--- config.mk ---
export PLATFORM = sky130hd
export DESIGN_NAME = bus_takeover_arbiter
export DESIGN_NICKNAME = d
export VERILOG_FILES = /design/src/rtl/busarb_pkg.sv /design/src/rtl/ba_lead_tracker.sv /design/src/rtl/dma_sequencer.sv /design/src/rtl/bus_gate.sv /design/src/rtl/bus_takeover_arbiter.sv
export SDC_FILE = /design/constraint.sdc
export NUM_CORES = 1
export LEC_CHECK = 0
export ABC_AREA = 1
export BUFFER_PORTS_ARGS = -buffer_cell sky130_fd_sc_hd__buf_2
export CORE_ASPECT_RATIO = 1.4
export CORE_MARGIN = 1
export CORE_UTILIZATION = 45
export CTS_BUF_LIST = sky130_fd_sc_hd__clkbuf_4 sky130_fd_sc_hd__clkbuf_8 sky130_fd_sc_hd__clkbuf_16
export DETAILED_ROUTE_END_ITERATION = 8
export GPL_TIMING_DRIVEN = 0
export HOLD_SLACK_MARGIN = 0.06
export PLACE_DENSITY = 0.77
export SLEW_MARGIN = 5
export SYNTH_ARGS = -nofsm -noshare
export SYNTH_HDL_FRONTEND = slang
export SYNTH_SLANG_ARGS = --single-unit
--- constraint.sdc ---
create_clock -name clk -period 1.77 [get_ports clk]
set_clock_uncertainty 0.05 [all_clocks]
set_input_delay 0.4425 -clock clk [delete_from_list [all_inputs] [get_ports clk]]
set_output_delay 0.4425 -clock clk [all_outputs]
set_load 0.05 [all_outputs]
--- src/rtl/busarb_pkg.sv ---
package busarb_pkg;

    localparam int DEF_ADDR_W = 16;
    localparam int DEF_DATA_W = 8;
    localparam int DEF_LEN_W  = 8;
    localparam int DEF_LEAD   = 3;

    typedef enum logic [1:0] {
        OWN_CPU   = 2'd0,
        OWN_VIDEO = 2'd1,
        OWN_DMA   = 2'd2
    } owner_e;

    typedef enum logic {
        ENG_IDLE = 1'b0,
        ENG_RUN  = 1'b1
    } eng_e;

    // Video beats DMA, DMA beats CPU.
    function automatic owner_e pick_owner(logic video_has, logic dma_has);
        if (video_has)
            return OWN_VIDEO;
        else if (dma_has)
            return OWN_DMA;
        return OWN_CPU;
    endfunction

endpackage

--- src/rtl/ba_lead_tracker.sv ---
module ba_lead_tracker #(
    parameter int LEAD = busarb_pkg::DEF_LEAD
) (
    input  logic clk,
    input  logic rst,
    input  logic ba,
    output logic video_owns
);
    localparam int CW = $clog2(LEAD + 1);
    localparam logic [CW-1:0] LEAD_V = CW'(LEAD);

    logic [CW-1:0] low_cnt_q;

    always_ff @(posedge clk) begin
        if (rst)
            low_cnt_q <= '0;
        else if (ba)
            low_cnt_q <= '0;
        else if (low_cnt_q != LEAD_V)
            low_cnt_q <= low_cnt_q + 1'b1;
    end

    assign video_owns = !ba && (low_cnt_q == LEAD_V);
endmodule

--- src/rtl/dma_sequencer.sv ---
module dma_sequencer #(
    parameter int ADDR_W = busarb_pkg::DEF_ADDR_W,
    parameter int LEN_W  = busarb_pkg::DEF_LEN_W,
    parameter logic [ADDR_W-1:0] TRIG_ADDR = 16'hFF00
) (
    input  logic              clk,
    input  logic              rst,
    input  logic              arm,
    input  logic [LEN_W-1:0]  len,
    input  logic              cpu_valid,
    input  logic              cpu_we,
    input  logic [ADDR_W-1:0] cpu_addr,
    input  logic              cpu_connected,
    input  logic              ba,
    output logic              dma_req,
    output logic              strobe,
    output logic              armed
);
    import busarb_pkg::*;

    eng_e             state_q;
    logic             armed_q;
    logic [LEN_W-1:0] len_q;
    logic [LEN_W-1:0] left_q;
    logic             trig;

    assign trig = cpu_valid && cpu_we && (cpu_addr == TRIG_ADDR)
                  && cpu_connected && armed_q && (state_q == ENG_IDLE);

    always_ff @(posedge clk) begin
        if (rst) begin
            state_q <= ENG_IDLE;
            armed_q <= 1'b0;
            len_q   <= '0;
            left_q  <= '0;
        end else begin
            case (state_q)
                ENG_IDLE: begin
                    if (trig) begin
                        state_q <= ENG_RUN;
                        left_q  <= len_q;
                        armed_q <= 1'b0;
                    end else if (arm) begin
                        armed_q <= 1'b1;
                        len_q   <= len;
                    end
                end
                ENG_RUN: begin
                    if (ba) begin
                        if (left_q == '0)
                            state_q <= ENG_IDLE;
                        else
                            left_q <= left_q - 1'b1;
                    end
                end
                default: state_q <= ENG_IDLE;
            endcase
        end
    end

    assign dma_req = (state_q == ENG_RUN);
    assign strobe  = dma_req && ba;
    assign armed   = armed_q;
endmodule

--- src/rtl/bus_gate.sv ---
module bus_gate (
    input  logic       dma_req,
    input  logic       video_owns,
    input  logic       ba,
    input  logic       cpu_valid,
    input  logic       cpu_we,
    output logic       cpu_rdy,
    output logic       cpu_aec,
    output logic [1:0] owner,
    output logic       mem_we
);
    import busarb_pkg::*;

    owner_e own;

    always_comb begin
        own     = pick_owner(video_owns, dma_req);
        cpu_rdy = ba && !dma_req;
        cpu_aec = (own == OWN_CPU);
        mem_we  = cpu_valid && cpu_we && cpu_aec;
    end

    assign owner = own;
endmodule

--- src/rtl/bus_takeover_arbiter.sv ---
module bus_takeover_arbiter #(
    parameter int ADDR_W = busarb_pkg::DEF_ADDR_W,
    parameter int DATA_W = busarb_pkg::DEF_DATA_W,
    parameter int LEN_W  = busarb_pkg::DEF_LEN_W,
    parameter int LEAD   = busarb_pkg::DEF_LEAD,
    parameter logic [ADDR_W-1:0] TRIG_ADDR = 16'hFF00
) (
    input  logic              clk,
    input  logic              rst,
    input  logic              cpu_valid,
    input  logic              cpu_we,
    input  logic [ADDR_W-1:0] cpu_addr,
    input  logic [DATA_W-1:0] cpu_wdata,
    input  logic              vid_ba,
    input  logic              dma_arm,
    input  logic [LEN_W-1:0]  dma_len,
    output logic              cpu_rdy,
    output logic              cpu_aec,
    output logic [1:0]        bus_owner,
    output logic              dma_req,
    output logic              dma_strobe,
    output logic              mem_we,
    output logic [ADDR_W-1:0] mem_addr,
    output logic [DATA_W-1:0] mem_wdata
);
    logic video_owns;
    logic armed;

    ba_lead_tracker #(.LEAD(LEAD)) i_lead (
        .clk(clk), .rst(rst), .ba(vid_ba), .video_owns(video_owns)
    );

    dma_sequencer #(.ADDR_W(ADDR_W), .LEN_W(LEN_W), .TRIG_ADDR(TRIG_ADDR)) i_seq (
        .clk(clk), .rst(rst), .arm(dma_arm), .len(dma_len),
        .cpu_valid(cpu_valid), .cpu_we(cpu_we), .cpu_addr(cpu_addr),
        .cpu_connected(cpu_aec), .ba(vid_ba),
        .dma_req(dma_req), .strobe(dma_strobe), .armed(armed)
    );

    bus_gate i_gate (
        .dma_req(dma_req), .video_owns(video_owns), .ba(vid_ba),
        .cpu_valid(cpu_valid), .cpu_we(cpu_we),
        .cpu_rdy(cpu_rdy), .cpu_aec(cpu_aec), .owner(bus_owner), .mem_we(mem_we)
    );

    assign mem_addr  = cpu_addr;
    assign mem_wdata = cpu_wdata;
endmodule

After elaboration in Yosys (flattened, before gate mapping)
Cells that the tools add are included.
Storage, ports and cells
  flip-flop bits (word level): 20
  latch bits: 0
  RAM bits: 0
  memory bits (read-only): 0
  input port bits: 38
  output and inout bits: 31
  logic and storage cells: 48
  memories kept: 0
Cells by class
  add/sub/neg operators: 2
  $mul: 0
  divide/modulo/power cells: 0
  $lt $le $gt $ge: 0
  eq/ne operators: 6
  shift-type cells: 0
  multiplexer cells: 15
  bitwise operators: 2
  reductions and logical operators: 18
Operator list (count)
  8-bit 2-to-1 mux: 3
  16-bit == test, second input constant: 1
  8-bit one-hot mux with 2 select lines: 1
  1-bit logical AND: 9
  8-bit logical NOT: 1
  8-bit by 1-bit subtractor with 8-bit output, second input constant: 1
  1-bit 2-to-1 mux: 7
  2-bit 2-to-1 mux: 3
  2-bit inequality test, second input constant: 3
  3-bit AND reduction: 2
  2-bit by 1-bit adder with 2-bit output, second input constant: 1
  2-bit == test, second input constant: 1
  1-bit logical NOT: 2
  2-bit logical NOT: 1
  2-bit by 1-bit inequality test with 1-bit output, second input constant: 1
  1-bit NOT: 2
  1-bit one-hot mux with 2 select lines: 1
  2-bit AND reduction: 1
  2-bit nonzero test: 1
  2-bit OR reduction: 1

Logic depth before layout (Yosys ltp)
Gate-level depths: netlist of run 1.
  depth after elaboration: 10
  mapped depth: 11
  mapped depth without buffers: 11

By module
From an unflattened synthesis of run 1, not the netlist that was laid out.
Unflattened totals
  cell total of the unflattened synthesis: 211
  area, all modules: 1361.3 µm²
By module, submodules not included
  dma_sequencer: times used 1, cells an instance 161, area an instance 1029.7 µm², seq. area each 360.3 µm²
  bus_takeover_arbiter: times used 1, cells an instance 24, area an instance 180.2 µm², seq. area each 0.0 µm²
  ba_lead_tracker: times used 1, cells an instance 16, area an instance 108.9 µm², seq. area each 40.0 µm²
  bus_gate: times used 1, cells an instance 10, area an instance 42.5 µm², seq. area each 0.0 µm²

Worst setup path after synthesis of run 1
No wires, ideal clock.
  path kind: register -> output
  start point: register i_seq.state_q, in the netlist i_seq.dma_req
  end point: output bus_owner[1]
  arrival: 1.653 ns
  data required time: 1.277 ns
  path slack: -0.375 ns
  cell stages (with the launch flop): 4
  path buffers: 1
  cells stage by stage: dfxtp_1 -> inv_2 -> buf_2 -> nor2_1
On the way
  longest elaborated chain between the ends: 3
Ends and longest elaborated chain
  start: declaration: RTL line dma_sequencer.sv:21  | eng_e state_q;
  start signal: assignment: RTL line dma_sequencer.sv:32  | state_q <= ENG_IDLE;
  start signal: assignment: RTL line dma_sequencer.sv:40  | state_q <= ENG_RUN;
  start signal: assignment: RTL line dma_sequencer.sv:51  | state_q <= ENG_IDLE;
  1-bit 2-to-1 mux: RTL line busarb_pkg.sv:23  | else if (dma_has)
  1-bit 2-to-1 mux: RTL line busarb_pkg.sv:21  | if (video_has)
  2-bit 2-to-1 mux: RTL line busarb_pkg.sv:25  | return OWN_CPU;
  end: declaration: RTL line bus_takeover_arbiter.sv:19  | output logic [1:0] bus_owner,
Every way passes these cells.

Final worst setup path of run 1
  start point: register i_lead.low_cnt_q[0]
  end point: output mem_we
On the way
  longest elaborated chain between the ends: 6
  elaborated cells on any way between the ends: 7
  classes of those cells: 1 x eq/ne; 3 x mux; 3 x reduce/logical
Ends and longest elaborated chain
  start: declaration: RTL line ba_lead_tracker.sv:12  | logic [CW-1:0] low_cnt_q;
  start signal: assignment: RTL line ba_lead_tracker.sv:20  | low_cnt_q <= low_cnt_q + 1'b1;
  2-bit == test *: RTL line ba_lead_tracker.sv:23  | assign video_owns = !ba && (low_cnt_q == LEAD_V);
  1-bit logical AND *: RTL line ba_lead_tracker.sv:23
  2-bit 2-to-1 mux / 1-bit 2-to-1 mux (equally long branches): RTL line busarb_pkg.sv:21
  2-bit 2-to-1 mux *: RTL line busarb_pkg.sv:25
  2-bit logical NOT *: RTL line bus_gate.sv:19  | cpu_aec = (own == OWN_CPU);
  1-bit logical AND *: RTL line bus_gate.sv:20  | mem_we = cpu_valid && cpu_we && cpu_aec;
  end: declaration: RTL line bus_takeover_arbiter.sv:22  | output logic mem_we,
Every way passes the cells marked *; elsewhere a longest branch is shown, timed or not.

==> results of run 1 <==
-- metrics by stage --
| stage | TNS, ns | cells | total power, mW | setup WS [ns] |
|---|---|---|---|---|
| after floorplan | -0.205 | 207 | 0.688 | -0.102 |
| after global placement | 0 | 303 | 0.756 | 0.0743 |
| after detailed placement | 0 | 303 | 0.760 | 0.0758 |
| after CTS | 0 | 307 | 1.12 | 0.0167 |
| after global routing | 0 | 307 | 1.15 | 0.00272 |
| final | 0 | 307 | 1.11 | 0.0532 |
-- cells by family (layout without fill, tap and decap cells) --
group,after synthesis,in the layout,synth area share
buf+inv,49,112,0.201
simple gates,114,114,0.391
flops,20,20,0.292
compound gates,19,19,0.0749
mux,1,1,0.00731
xor+xnor,1,1,0.00639
fa+ha+maj,3,3,0.0274
-- metal layers --
layer	vias to the layer above	global-route usage	wire length (um)
met3	7	0.0360	118
met2	41	0.385	1710
met5	-	0	0
li1	754	-	-
met4	0	0.107	67
met1	643	0.189	1200
-- repair_timing --
item / CTS / global route
pin swaps: 0 / 1
hold buffers: 0 / 0
resized for setup: 9 / 4
buffers inserted: 0 / 0
endpoints found under the setup margin: 6 / 5
endpoints found under the hold margin: 0 / 0
-- cells in the mapped netlist, drive strengths merged --
cell and count:
nand2 53, nor2 33, buf 25, nand3 22, dfxtp 20, inv 20
a21oi 13, o21ai 5, ha 3, clkbuf 2, clkinv 2, nand3b 2
nand4 2, or2 2, a221oi 1, mux2i 1, xor2 1
-- sequential cells by signal, summed over array words and instances, names as in the netlist --
signal and flops:
i_lead.low_cnt_q 2, i_seq.armed 1, i_seq.dma_req 1, i_seq.left_q 8, i_seq.len_q 8
-- power by group through the flow --
stage | clock network [mW] | registers [mW] | logic, mW
global route | 0.379 | 0.472 | 0.299
floorplan | 0 | 0.479 | 0.209
global placement | 0 | 0.480 | 0.276
finish | 0.361 | 0.471 | 0.280
detailed placement | 0 | 0.481 | 0.280
CTS | 0.367 | 0.470 | 0.281
-- worst max-delay path: cells and delay by family, from the launching register on --
kind	cells	cell delay, ns
fa+ha+maj	1	0.17
buf+inv	2	0.22
flops	1	0.39
simple gates	2	0.17
-- final cells by class --
type | instances | area [um^2] | area share
multi-input combinational | 138 | 714 | 0.394
sequential | 20 | 402 | 0.221
timing repair buffer | 59 | 319 | 0.176
buffer | 27 | 196 | 0.108
inverter | 22 | 82.6 | 0.0455
clock buffer | 4 | 55.1 | 0.0303
tap | 37 | 46.3 | 0.0255
-- worst max path at each step --
stage / endpoint / from / depth (start not counted) / slack (ns)
global placement: dma_strobe / i_seq.dma_req$_SDFF_PP0_ / 4 / 0.07
global route: mem_we / i_lead.low_cnt_q[0]$_SDFFE_PP0P_ / 5 / 0.003
floorplan: bus_owner[1] / i_lead.low_cnt_q[0]$_SDFFE_PP0P_ / 4 / -0.10
finish: mem_we / i_lead.low_cnt_q[0]$_SDFFE_PP0P_ / 5 / 0.05
CTS: bus_owner[0] / i_lead.low_cnt_q[0]$_SDFFE_PP0P_ / 4 / 0.02
detailed placement: dma_strobe / i_seq.dma_req$_SDFF_PP0_ / 4 / 0.08
==> results, run 1 <==
- The worst hold margin is between 0.3 and 0.4 ns.
- In this run the mean area of a mapped cell was 6.62 um^2.
- The achievable frequency is 582 MHz.
- Counting instances, the worst hold path has a depth of 3.
- The setup path with the least slack is of type reg2out.
- The required time at the endpoint of the critical path is 1.28 ns.
- The measured slew at the worst slew-check pin is 0.435 ns.
- The placer congestion estimate is 0.746.
- Setup repair after global routing left no endpoint under its margin.
- The number of maximum-capacitance constraint violations is 0.
- After clock tree synthesis, the clock-pin slew on the worst setup and hold paths is 0.08 ns.
- The utilization after layout is 0.631.
- The die is between 60 and 70 um tall.
- Relative to the synthesized area, the layout overhead comes to 32.5%.
- The switching power is 0.348 mW.
- The number of clock buffers inserted by TritonCTS is 3.
- In the final routed layout, each cell accounts on average for just over 10 um.
- The share of total power dissipated in the clock network is 0.325.
- The later pin in the worst-skew pair is clocked with a latency of 0.27 ns.
- Internal power comes to 0.764 mW.
- The most frequent standard cell in the layout excluding fill and tap cells is buf_2.
- The cell area that synthesis handed to floorplanning was 0.00137 mm^2.
- The hold path startpoint is dma_len[4].
- The worst setup path is captured at an output pin.
- Among all stages on the critical path, the largest delay is contributed by dfxtp_1.
- 69 I/O pins were placed.
- In the routed design, unresolved DRC markers number 0.
- The worst register-to-register path ends at i_seq.left_q[6]$_SDFFE_PP0P_.
- The flop and latch count out of synthesis is 20.
- The shortest period the worst path allows is around 1.7 ns.
- The final max-slew violation count came to 0.
- The die is approximately 49 um wide.
- The finished layout cell area is about 0.0018 mm^2.
- The number of hold-slack violations in the final timing report is 0.
- After synthesis, the cell types taking the most area are dfxtp_1 29%, buf_4 13%, nand2_1 13%, nand3_1 7.7%, nor2_1 7.7%.
- For this run, the total global-route usage over all layers was measured as 0.195.
- Measured in cells, the most critical reg-to-reg path has a length of 11.
- The type of origin of the critical path is a register.
- Entering global routing, the biggest net connects 12 pins.
- The number of sinks handled by clock tree synthesis is 20.
- The origin of the critical flop-to-flop path is i_seq.left_q[0]$_SDFFE_PP0P_.
- The total congestion overflow after global routing is 0.
- The count of filler cells inserted in the layout is 286.
- The flow ran to the end, and the final reports show no timing, DRC or antenna violations.
- When the netlist entered floorplanning its net count stood at between 200 and 250.
- The final net count is about 310.
- The placed instances occupy a cell area of 0.00172 mm^2.
- After detailed routing, the number of vias per cell comes to 4.71.
- The slack of the worst reg-to-reg path is ~0.21 ns.
- The library cells used most frequently in the layout, excluding fill and tap cells, are 55 x buf_2, 48 x nand2_1, 25 x nor2_1, 25 x buf_4, 21 x nand3_1.
- The sum of net half-perimeters after detailed placement is 2420 um.
- The number of instances in the synthesized netlist is 207.
- The count of input and output buffers is 59.
- For this block, the routed nets add up to 3100 um of wire.
- The first detailed-routing pass took 4 iterations.
- The number of antenna cells inserted is 0.
- The final critical-path share of the clock period is 0.970.
- The remaining antenna violation count is 0.
- The clock passes through at most 2 buffers.
- The share of total power dissipated in sequential elements is 0.424.
- The worst hold path belongs to the class in2reg.
- The number of global-route vias before repair is 1211.
- The headroom to the max-slew limit is 0.710.
- The count of warnings emitted by yosys is 0.
- The peak supply drop is 686 uV.
- The area of the placeable core is 0.00288 mm^2.
- The initial utilization of the core area, before any placement, comes to 0.476.
- Summed over all cells, the static leakage comes to ~1 nW.
- CTS built an H-tree with a depth of 1.
- The number of DRC markers after the initial detailed-route iteration is 14.
- The worst-case hold path end point is i_seq.len_q[4]$_SDFFE_PP0P_.
- For this run, the register share of the synthesized area comes to 0.292.
- Setup violations remaining at the end of the flow were counted as 0.
- In the final layout, the share of cells above drive strength 1 is 0.415.
- TritonCTS built the clock tree.
- The cell type with the highest aggregate area in the netlist is dfxtp_1.
- The share of total power dissipated in combinational logic is 0.251.
- The number of antenna violations at the first check in global routing is 0.
- The signal on the critical path passes through ha_4, nand2_2, nand3_4, inv_1, buf_4.
- Power spread over the standard cell area amounts to ~610 mW/mm^2.
- The die covers 0.00327 mm^2.
- The share of synthesized area in the top cell type comes to 0.292.
- Of the total power, the share spent switching nets is 0.313.
- The count of different cell masters after synthesis is 25.
- The delay of the slowest cell on the worst path is 0.39 ns.
- The clock root buffer is clkbuf_8.
- The first global-routing pass estimated just under 5000 um of wire.
- The arrival time reported for the critical path endpoint is 1.22 ns.
- The via count is 1445.
- The largest fanout on the critical path is 3.
- The floorplan has 23 rows.
(Power assumes the default switching activity.)
==> run 2: changes to the inputs <==
--- a/config.mk
+++ b/config.mk
@@ -9,12 +9,12 @@
 export BUFFER_PORTS_ARGS = -buffer_cell sky130_fd_sc_hd__buf_2
 export CORE_ASPECT_RATIO = 1.4
 export CORE_MARGIN = 1
-export CORE_UTILIZATION = 45
+export CORE_UTILIZATION = 35
 export CTS_BUF_LIST = sky130_fd_sc_hd__clkbuf_4 sky130_fd_sc_hd__clkbuf_8 sky130_fd_sc_hd__clkbuf_16
 export DETAILED_ROUTE_END_ITERATION = 8
 export GPL_TIMING_DRIVEN = 0
 export HOLD_SLACK_MARGIN = 0.06
-export PLACE_DENSITY = 0.77
+export PLACE_DENSITY = 0.62
 export SLEW_MARGIN = 5
 export SYNTH_ARGS = -nofsm -noshare
 export SYNTH_HDL_FRONTEND = slang
==> results, run 2 (synthesis gave the netlist of run 1 again) <==
- The fraction of layout cells with a size suffix above 1 is 0.413.
- The final max-slew violation count is 0.
- The flow ran to the end, and the final reports show no timing, DRC or antenna violations.
- The number of core rows is 26.
- IR analysis of the VDD net gives a maximum drop of 431 uV.
- The number of sinks handled by clock tree synthesis is 20.
- Subtracting the final worst setup slack from the clock period gives 1.70 ns.
- The number of global-route vias before repair was 1218.
- The floorplan die height is 76.0 um.
- Dividing the detail-routed wire length by the instance count gives roughly 10 um.
- The met1 global-route usage is 0.187.
- The most frequent standard cell in the layout excluding fill and tap cells is buf_2.
- For this run, the total global-route usage over all layers was measured as 0.164.
- In this design, the largest share of critical-path delay is due to buffers and inverters.
- In this run the power density over the cells is a little under 600 mW/mm^2.
- The maximum buffer depth of the clock tree is 2.
- Measured on the finished design, the core utilization comes to 0.485.
- The per-cell via count in the routed design is between 4 and 5.
- The largest registers in the layout are i_seq.left_q: 8 flops, i_seq.len_q: 8 flops, i_lead.low_cnt_q: 2 flops.
- Once layout is complete, the cells apart from fillers number 311.
- Of the available clock period, the critical path in the final layout requires 0.962.
- After routing, the total negative slack on setup checks comes to 0 ns.
- The arrival time reported for the critical path endpoint is between 1 and 1.5 ns.
- The area of the placeable core is 0.00371 mm^2.
- The total leakage power is just under 1 nW.
- The post-detailed-route DRC marker count is 0.
- Measured against its own limit, the worst slew margin works out to 0.683.
- The number of DRC markers after the initial detailed-route iteration is 32.
- The largest fanout on the critical path is 10.
- In this run the critical register-to-register path is launched from i_lead.low_cnt_q[0]$_SDFFE_PP0P_.
- Entering global routing, the biggest net connects 11 pins.
- The worst path meets setup with 0.0669 ns of slack.
- met2 is the most crowded layer.
- The count of filler cells inserted in the layout is approximately 390.
- The number of clock buffers inserted by TritonCTS is 3.
- The number of antenna violations at the first check in global routing was 0.
- The hold path startpoint is dma_len[0].
- The category of the worst setup path capture point is an output pin.
- Clock tree synthesis selected as its root buffer the cell clkbuf_8.
- Setup repair after global routing left no endpoint under its margin.
- The starting utilization of the core area is 0.369.
- The number of buffers and inverters on the critical path is 3.
- In this design, the stage delay of the slowest critical-path cell is 0.37 ns.
- STA classifies the critical path startpoint as a register.
- The min-delay analysis places its worst path in the category in2reg.
- The via count is ~1400.
- The final net count is approximately 310.
- Walking the worst path, the cells encountered are inv_2, buf_2, nor2_2, buf_4.
- The number of levels in the clock H-tree is 1.
- 0 antenna diodes ended up in the layout.
- The die area is 0.00417 mm^2.
- The wire length of the first global-routing pass is about 5200 um.
- The number of maximum-capacitance constraint violations is 0.
- The wire length reported by the detailed router is 3140 um.
- The count of hold-fix buffers inserted at cts is 0.
- The required time at the endpoint of the critical path is 1.28 ns.
- From synthesis to final layout, the design area changed by 31.4%.
- The number of hold-slack violations in the final timing report is 0.
- The chip width is about 55 um.
- The worst setup path is of the reg2out kind.
- During placement, the flow inserted port buffers numbering 59.
- The pre-antenna-repair detailed-routing pass consisted of 4 iterations.
- Final hold analysis gives a worst-case slack of around 0.40 ns.
- After clock tree synthesis, the clock-pin slew on the worst setup and hold paths is 0.07 ns.
- The startpoint of the worst setup timing path is i_seq.dma_req$_SDFF_PP0_.
- The HPWL after detailed placement is 2540 um.
- The slowest stage of the critical path belongs to the cell dfxtp_2.
- TritonCTS built the clock tree.
- The placement-stage worst setup slack is 0.0645 ns.
- The total congestion overflow after global routing is 0.
- The number of placed instances, taps included is 308.
- The achievable frequency is 587 MHz.
- The worst-skew pair later-pin latency is 0.26 ns.
- At the end of routability-driven placement, the weighted congestion stood at 0.780.
- The met2 track demand over resource in global routing is 0.292.
- In the global route stage, met3 resource usage came out at 0.0240.
- The detail route stage leaves a number of antenna-violating nets equal to 0.
- At the pin with the least slew margin, the transition time is 0.475 ns.
- The library cells used most frequently in the layout, excluding fill and tap cells, are 55 x buf_2, 48 x nand2_1, 27 x buf_4.
- Setup violations remaining at the end of the flow were counted as 0.
- In this run the count of I/O pins placed on the die edge is 69.
run 2: cell count changes in the layout (fill, tap and decap cells not counted), sizes merged:
cell    previous run  this run
clkbuf             7         6
run 2: report_power, final:
part | leakage [nW] | switching [mW] | internal [mW]
sequential | 0.164 | 0.00747 | 0.464
combinational | 0.798 | 0.179 | 0.101
clock | 0.0216 | 0.152 | 0.152
total | 0.983 | 0.338 | 0.717
run 2: layer usage:
metal | vias up | part of all wire | wire [um]
met2 | 28 | 0.53 | 1670
met5 | - | 0 | 0
li1 | 751 | - | -
met1 | 602 | 0.43 | 1350
met4 | 0 | 0.014 | 44
met3 | 5 | 0.026 | 81
run 2: layout make-up:
cell class | count | area (um^2) | share of cell area
plain buffers | 27 | 196 | 0.109
multi-input cells | 138 | 714 | 0.397
inverters | 22 | 82.6 | 0.0459
clock buffers | 3 | 41.3 | 0.0229
well taps | 42 | 52.6 | 0.0292
repair buffers | 59 | 312 | 0.173
flip-flops and latches | 20 | 402 | 0.223
run 2: worst min-delay path, stage by stage:
cell and delay (ns):
buf_2 0.10, nand3_1 0.07, a21oi_1 0.06
run 2: repair_timing:
| action | CTS | global route |
|---|---|---|
| setup endpoints to repair | 6 | 5 |
| hold endpoints to repair | 0 | 0 |
| gates resized for setup | 7 | 5 |
| setup buffers | 0 | 0 |
| pin swaps | 0 | 1 |
run 2: path summary, 6_finish.rpt:
kind         cells past startpoint  slack, ns                            to
max                              4       0.07                  bus_owner[1]
min                              3       0.40   i_seq.len_q[0]$_SDFFE_PP0P_
max reg2reg                      9       0.23  i_seq.left_q[1]$_SDFFE_PP0P_
min reg2reg                      2       0.41   i_seq.len_q[5]$_SDFFE_PP0P_
run 2: metrics by stage:
| stage | total power [mW] | instance area (um^2) |
|---|---|---|
| 2_1_floorplan | 0.688 | 1380 |
| 3_3_place_gp | 0.758 | 1730 |
| 3_5_place_dp | 0.760 | 1730 |
| 4_1_cts | 1.06 | 1790 |
| 5_1_grt | 1.10 | 1800 |
| 6_report | 1.05 | 1800 |
==> run 3: changes to the inputs <==
--- a/config.mk
+++ b/config.mk
@@ -5,7 +5,7 @@
 export SDC_FILE = /design/constraint.sdc
 export NUM_CORES = 1
 export LEC_CHECK = 0
-export ABC_AREA = 1
+export ABC_AREA = 0
 export BUFFER_PORTS_ARGS = -buffer_cell sky130_fd_sc_hd__buf_2
 export CORE_ASPECT_RATIO = 1.4
 export CORE_MARGIN = 1
@@ -14,7 +14,7 @@
 export DETAILED_ROUTE_END_ITERATION = 8
 export GPL_TIMING_DRIVEN = 0
 export HOLD_SLACK_MARGIN = 0.06
-export PLACE_DENSITY = 0.62
+export PLACE_DENSITY = 0.61
 export SLEW_MARGIN = 5
 export SYNTH_ARGS = -nofsm -noshare
 export SYNTH_HDL_FRONTEND = slang
==> results, run 3 <==
- After synthesis, the largest family of logic cells by area is simple AND/OR/NAND/NOR gates.
- The arrival time reported for the critical path endpoint is 1.89 ns.
- For the worst-skew pair, the clock arrives at the later sink with an insertion delay of 0.27 ns.
- The adder and majority gate portion of the synthesized area is 0.0258.
- The fraction of synthesized cell area taken by the top area cell type is 0.275.
- The net count after synthesis is 204.
- CTS built an H-tree with a depth of 1.
- The number of maximum-capacitance constraint violations is 0.
- Of the total synthesized cell area, the portion taken by AND, OR, NAND and NOR gates is 0.309.
- The number of hold-slack violations in the final timing report is 0.
- The sum of net half-perimeters after detailed placement is 2600 um.
- In the final layout, the share of cells above drive strength 1 is 0.523.
- After technology mapping, the gate count stands at 163.
- Traced cell by cell, the critical path runs through or3_4, or4_1, a311o_1, mux2i_1.
- The peak supply drop is 464 uV.
- The cell type with the highest aggregate area in the netlist is dfxtp_1.
- The flop and latch count out of synthesis is 20.
- The library cell used most frequently in the layout, excluding fill and tap cells, is buf_2.
- The number of sinks handled by clock tree synthesis is 20.
- The final max-slew violation count came to 0.
- The number of global-route vias before repair came to 1313.
- Summed over all layers, the routed wires come to 3590 um.
- In the synthesized netlist, the cells that appear most often are 26 x nand2b_1, 24 x buf_4, 20 x dfxtp_1.
- Setup repair after global routing could not meet its margin everywhere.
- Clock-pin slew was measured on the worst setup and hold paths at 0.08 ns.
- The average footprint of a synthesized cell is 8.93 um^2.
- STA classifies the critical path endpoint as a register.
- Setup violations remaining at the end of the flow were counted as 0.
- The placement-stage worst setup slack is -0.547 ns.
- The die area is 0.00443 mm^2.
- The share of total power dissipated in combinational logic is 0.253.
- Measured against the total synthesized area, the mux share comes to 0.103.
- The cell depth of the worst flop-to-flop path is 4.
- Of the total power, the share spent switching nets is 0.288.
- Counting flops with a built-in enable in the synthesized netlist gives 0.
- In the final layout, the registers with the most flip-flops are i_seq.left_q: 8 flops, i_seq.len_q: 8 flops, i_lead.low_cnt_q: 2 flops.
- The initial utilization of the core area, before any placement, comes to 0.368.
- The count of input and output buffers is just under 60.
- The count of warnings emitted by yosys is 0.
- The number of clock buffers added by TritonCTS is 3.
- In the finished design, the share of the clock period the worst path needs comes to 0.987.
- The pin count of the biggest net entering global routing is 13.
- The critical path is of the reg2reg type.
- In the post-synthesis netlist, the cell with the most instances is nand2b_1.
- At the worst endpoint, the required time is 1.91 ns.
- The total congestion overflow after global routing is 0.
- The synthesis-to-layout area growth is 43.9%.
- The headroom to the max-slew limit is 0.697.
- In the synthesized netlist the dominant register cell turns out to be dfxtp_1.
- The library cells used most frequently in the layout, excluding fill and tap cells, are 54 x buf_2, 34 x buf_4, 26 x nand2b_1.
- The clock root buffer is clkbuf_8.
- The measured slew at the worst slew-check pin is ~0.45 ns.
- The largest fanout on the critical path is 3.
- The power share of the clock group is 0.370.
- The share of async-settable or async-resettable flops after synthesis is 0.
- The post-synthesis compound-gate area fraction is 0.125.
- In this run, distinct cell masters in the synthesized netlist total 34.
- The floorplan die height is 78.3 um.
- The post-synthesis share of cell area spent on xor and xnor gates is 0.0120.
- The count of hold-fix buffers inserted at cts is 0.
- The number of antenna violations at the first check in global routing is 0.
- The wire length of the first global-routing pass is 5670 um.
- Pin placement for this block handled 69 I/O pins.
- The TritonCTS clock tree is done.
- The maximum buffer depth of the clock tree is 2.
- After detailed routing, the average wire length per cell comes to 12.8 um.
- The area of the placeable core is 0.00395 mm^2.
- The post-detailed-route DRC marker count is 0.
- The worst path meets setup with 0.0231 ns of slack.
- The final net count is 279.
- The sequential area share after synthesis is 0.275.
- The achievable frequency is between 500 and 600 MHz.
- The number of DRC markers after the initial detailed-route iteration is 32.
- The cell count of the worst hold path is 3.
- The placer congestion estimate is 0.751.
- For this design the static power due to leakage is 1.01 nW.
- The design draws 1.25 mW.
- The number of antenna cells inserted is 0.
- The largest individual stage delay along the critical path comes from the cell or4_1.
- Cell internal power was estimated by the tool at 0.893 mW.
- The shortest period the worst path allows is 1.75 ns.
- The via count is 1426.
- In this run the power density over the cells is around 600 mW/mm^2.
- The global-route usage over all layers is 0.161.
- In this design, the stage delay of the slowest critical-path cell is 0.47 ns.
- The per-cell via count in the routed design is 5.09.
- By area the synthesized netlist is led by dfxtp_1 27%, buf_4 12%, nand2b_1 11%, mux2i_1 10%, a311o_1 3.4%.
- The share of total power dissipated in sequential elements is 0.377.
- For this run, the number of standard cells in the final layout without fillers is 280.
- The number of placed instances, taps included is ~270.
- In this run the remaining antenna-violating nets after routing total 0.
- The switching power is roughly 0.36 mW.
- The number of iterations in the first detailed-routing pass is 4.
- The number of core rows is 27.
- The flow ran to the end, and the final reports show no timing, DRC or antenna violations.
- The synthesized netlist occupies a cell area of 0.00146 mm^2.
- The type of origin of the critical path is a register.
- The worst hold path belongs to the class in2reg.
- Measured along the x axis, the die boundary spans 56.5 um.
==> run 3: worst paths after layout <==
kind                                start  slack [ns]                            to
max reg2reg  i_seq.left_q[1]$_SDFFE_PP0P_        0.02  i_seq.left_q[7]$_SDFFE_PP0P_
min reg2reg   i_seq.len_q[3]$_SDFFE_PP0P_        0.43   i_seq.len_q[3]$_SDFFE_PP0P_
max          i_seq.left_q[1]$_SDFFE_PP0P_        0.02  i_seq.left_q[7]$_SDFFE_PP0P_
min                            dma_len[7]        0.37   i_seq.len_q[7]$_SDFFE_PP0P_
==> run 3: logic make-up after synthesis <==
family | count (synthesis)
AO/OA/AOI/OAI | 20
XOR/XNOR | 2
adder cells (fa/ha/maj) | 3
buffers and inverters | 34
flip-flops | 20
multiplexers | 15
AND/OR/NAND/NOR | 69
==> run 3: worst max-delay path, delay by kind of cell (launching register included) <==
family	cells	cell delay, ns
simple gates	2	0.86
flops	1	0.33
compound gates	1	0.32
mux	1	0.12
==> run 3: layout make-up <==
| class | count | area (um^2) |
|---|---|---|
| inverters | 3 | 11.3 |
| clock buffers | 3 | 41.3 |
| repair buffers | 71 | 433 |
| clock inverters | 1 | 30.0 |
| fillers | 395 | 1860 |
| well taps | 43 | 53.8 |
| plain buffers | 30 | 213 |
| multi-input cells | 109 | 898 |
| flip-flops and latches | 20 | 415 |
==> run 3: per-layer routing <==
metal	part of all wire	track usage	vias up	wire length (um)
met3	0.068	0.0346	4	243
met2	0.53	0.315	51	1890
met1	0.39	0.162	665	1410
met5	0	0	-	0
met4	0.011	0.0561	0	38
li1	-	-	706	-
==> run 3: what timing repair did <==
action | in CTS | in global routing
gates resized for setup | 15 | 9
setup endpoints to repair | 22 | 19
buffers inserted | 10 | 2
endpoints found under the hold margin | 0 | 0
pin swaps | 9 | 6
==> run 3: power groups by stage <==
| stage | Sequential [mW] | Clock, mW | Combinational, mW |
|---|---|---|---|
| finish | 0.472 | 0.464 | 0.318 |
| global route | 0.473 | 0.500 | 0.337 |
| CTS | 0.473 | 0.476 | 0.313 |
| detailed placement | 0.486 | 0 | 0.303 |
| global placement | 0.485 | 0 | 0.302 |
| floorplan | 0.483 | 0 | 0.226 |
==> run 3: through the flow <==
step / cell area, um^2 / setup TNS (ns) / utilization / hold slack (ns)
2_1_floorplan: 1500 / -4.01 / - / 0.399
3_5_place_dp: 1850 / -8.73 / 0.468 / 0.420
4_1_cts: 2040 / -0.174 / 0.517 / 0.373
3_3_place_gp: 1850 / -8.63 / 0.468 / 0.414
5_1_grt: 2100 / -0.120 / 0.530 / 0.381
6_report: 2100 / 0 / 0.530 / 0.373
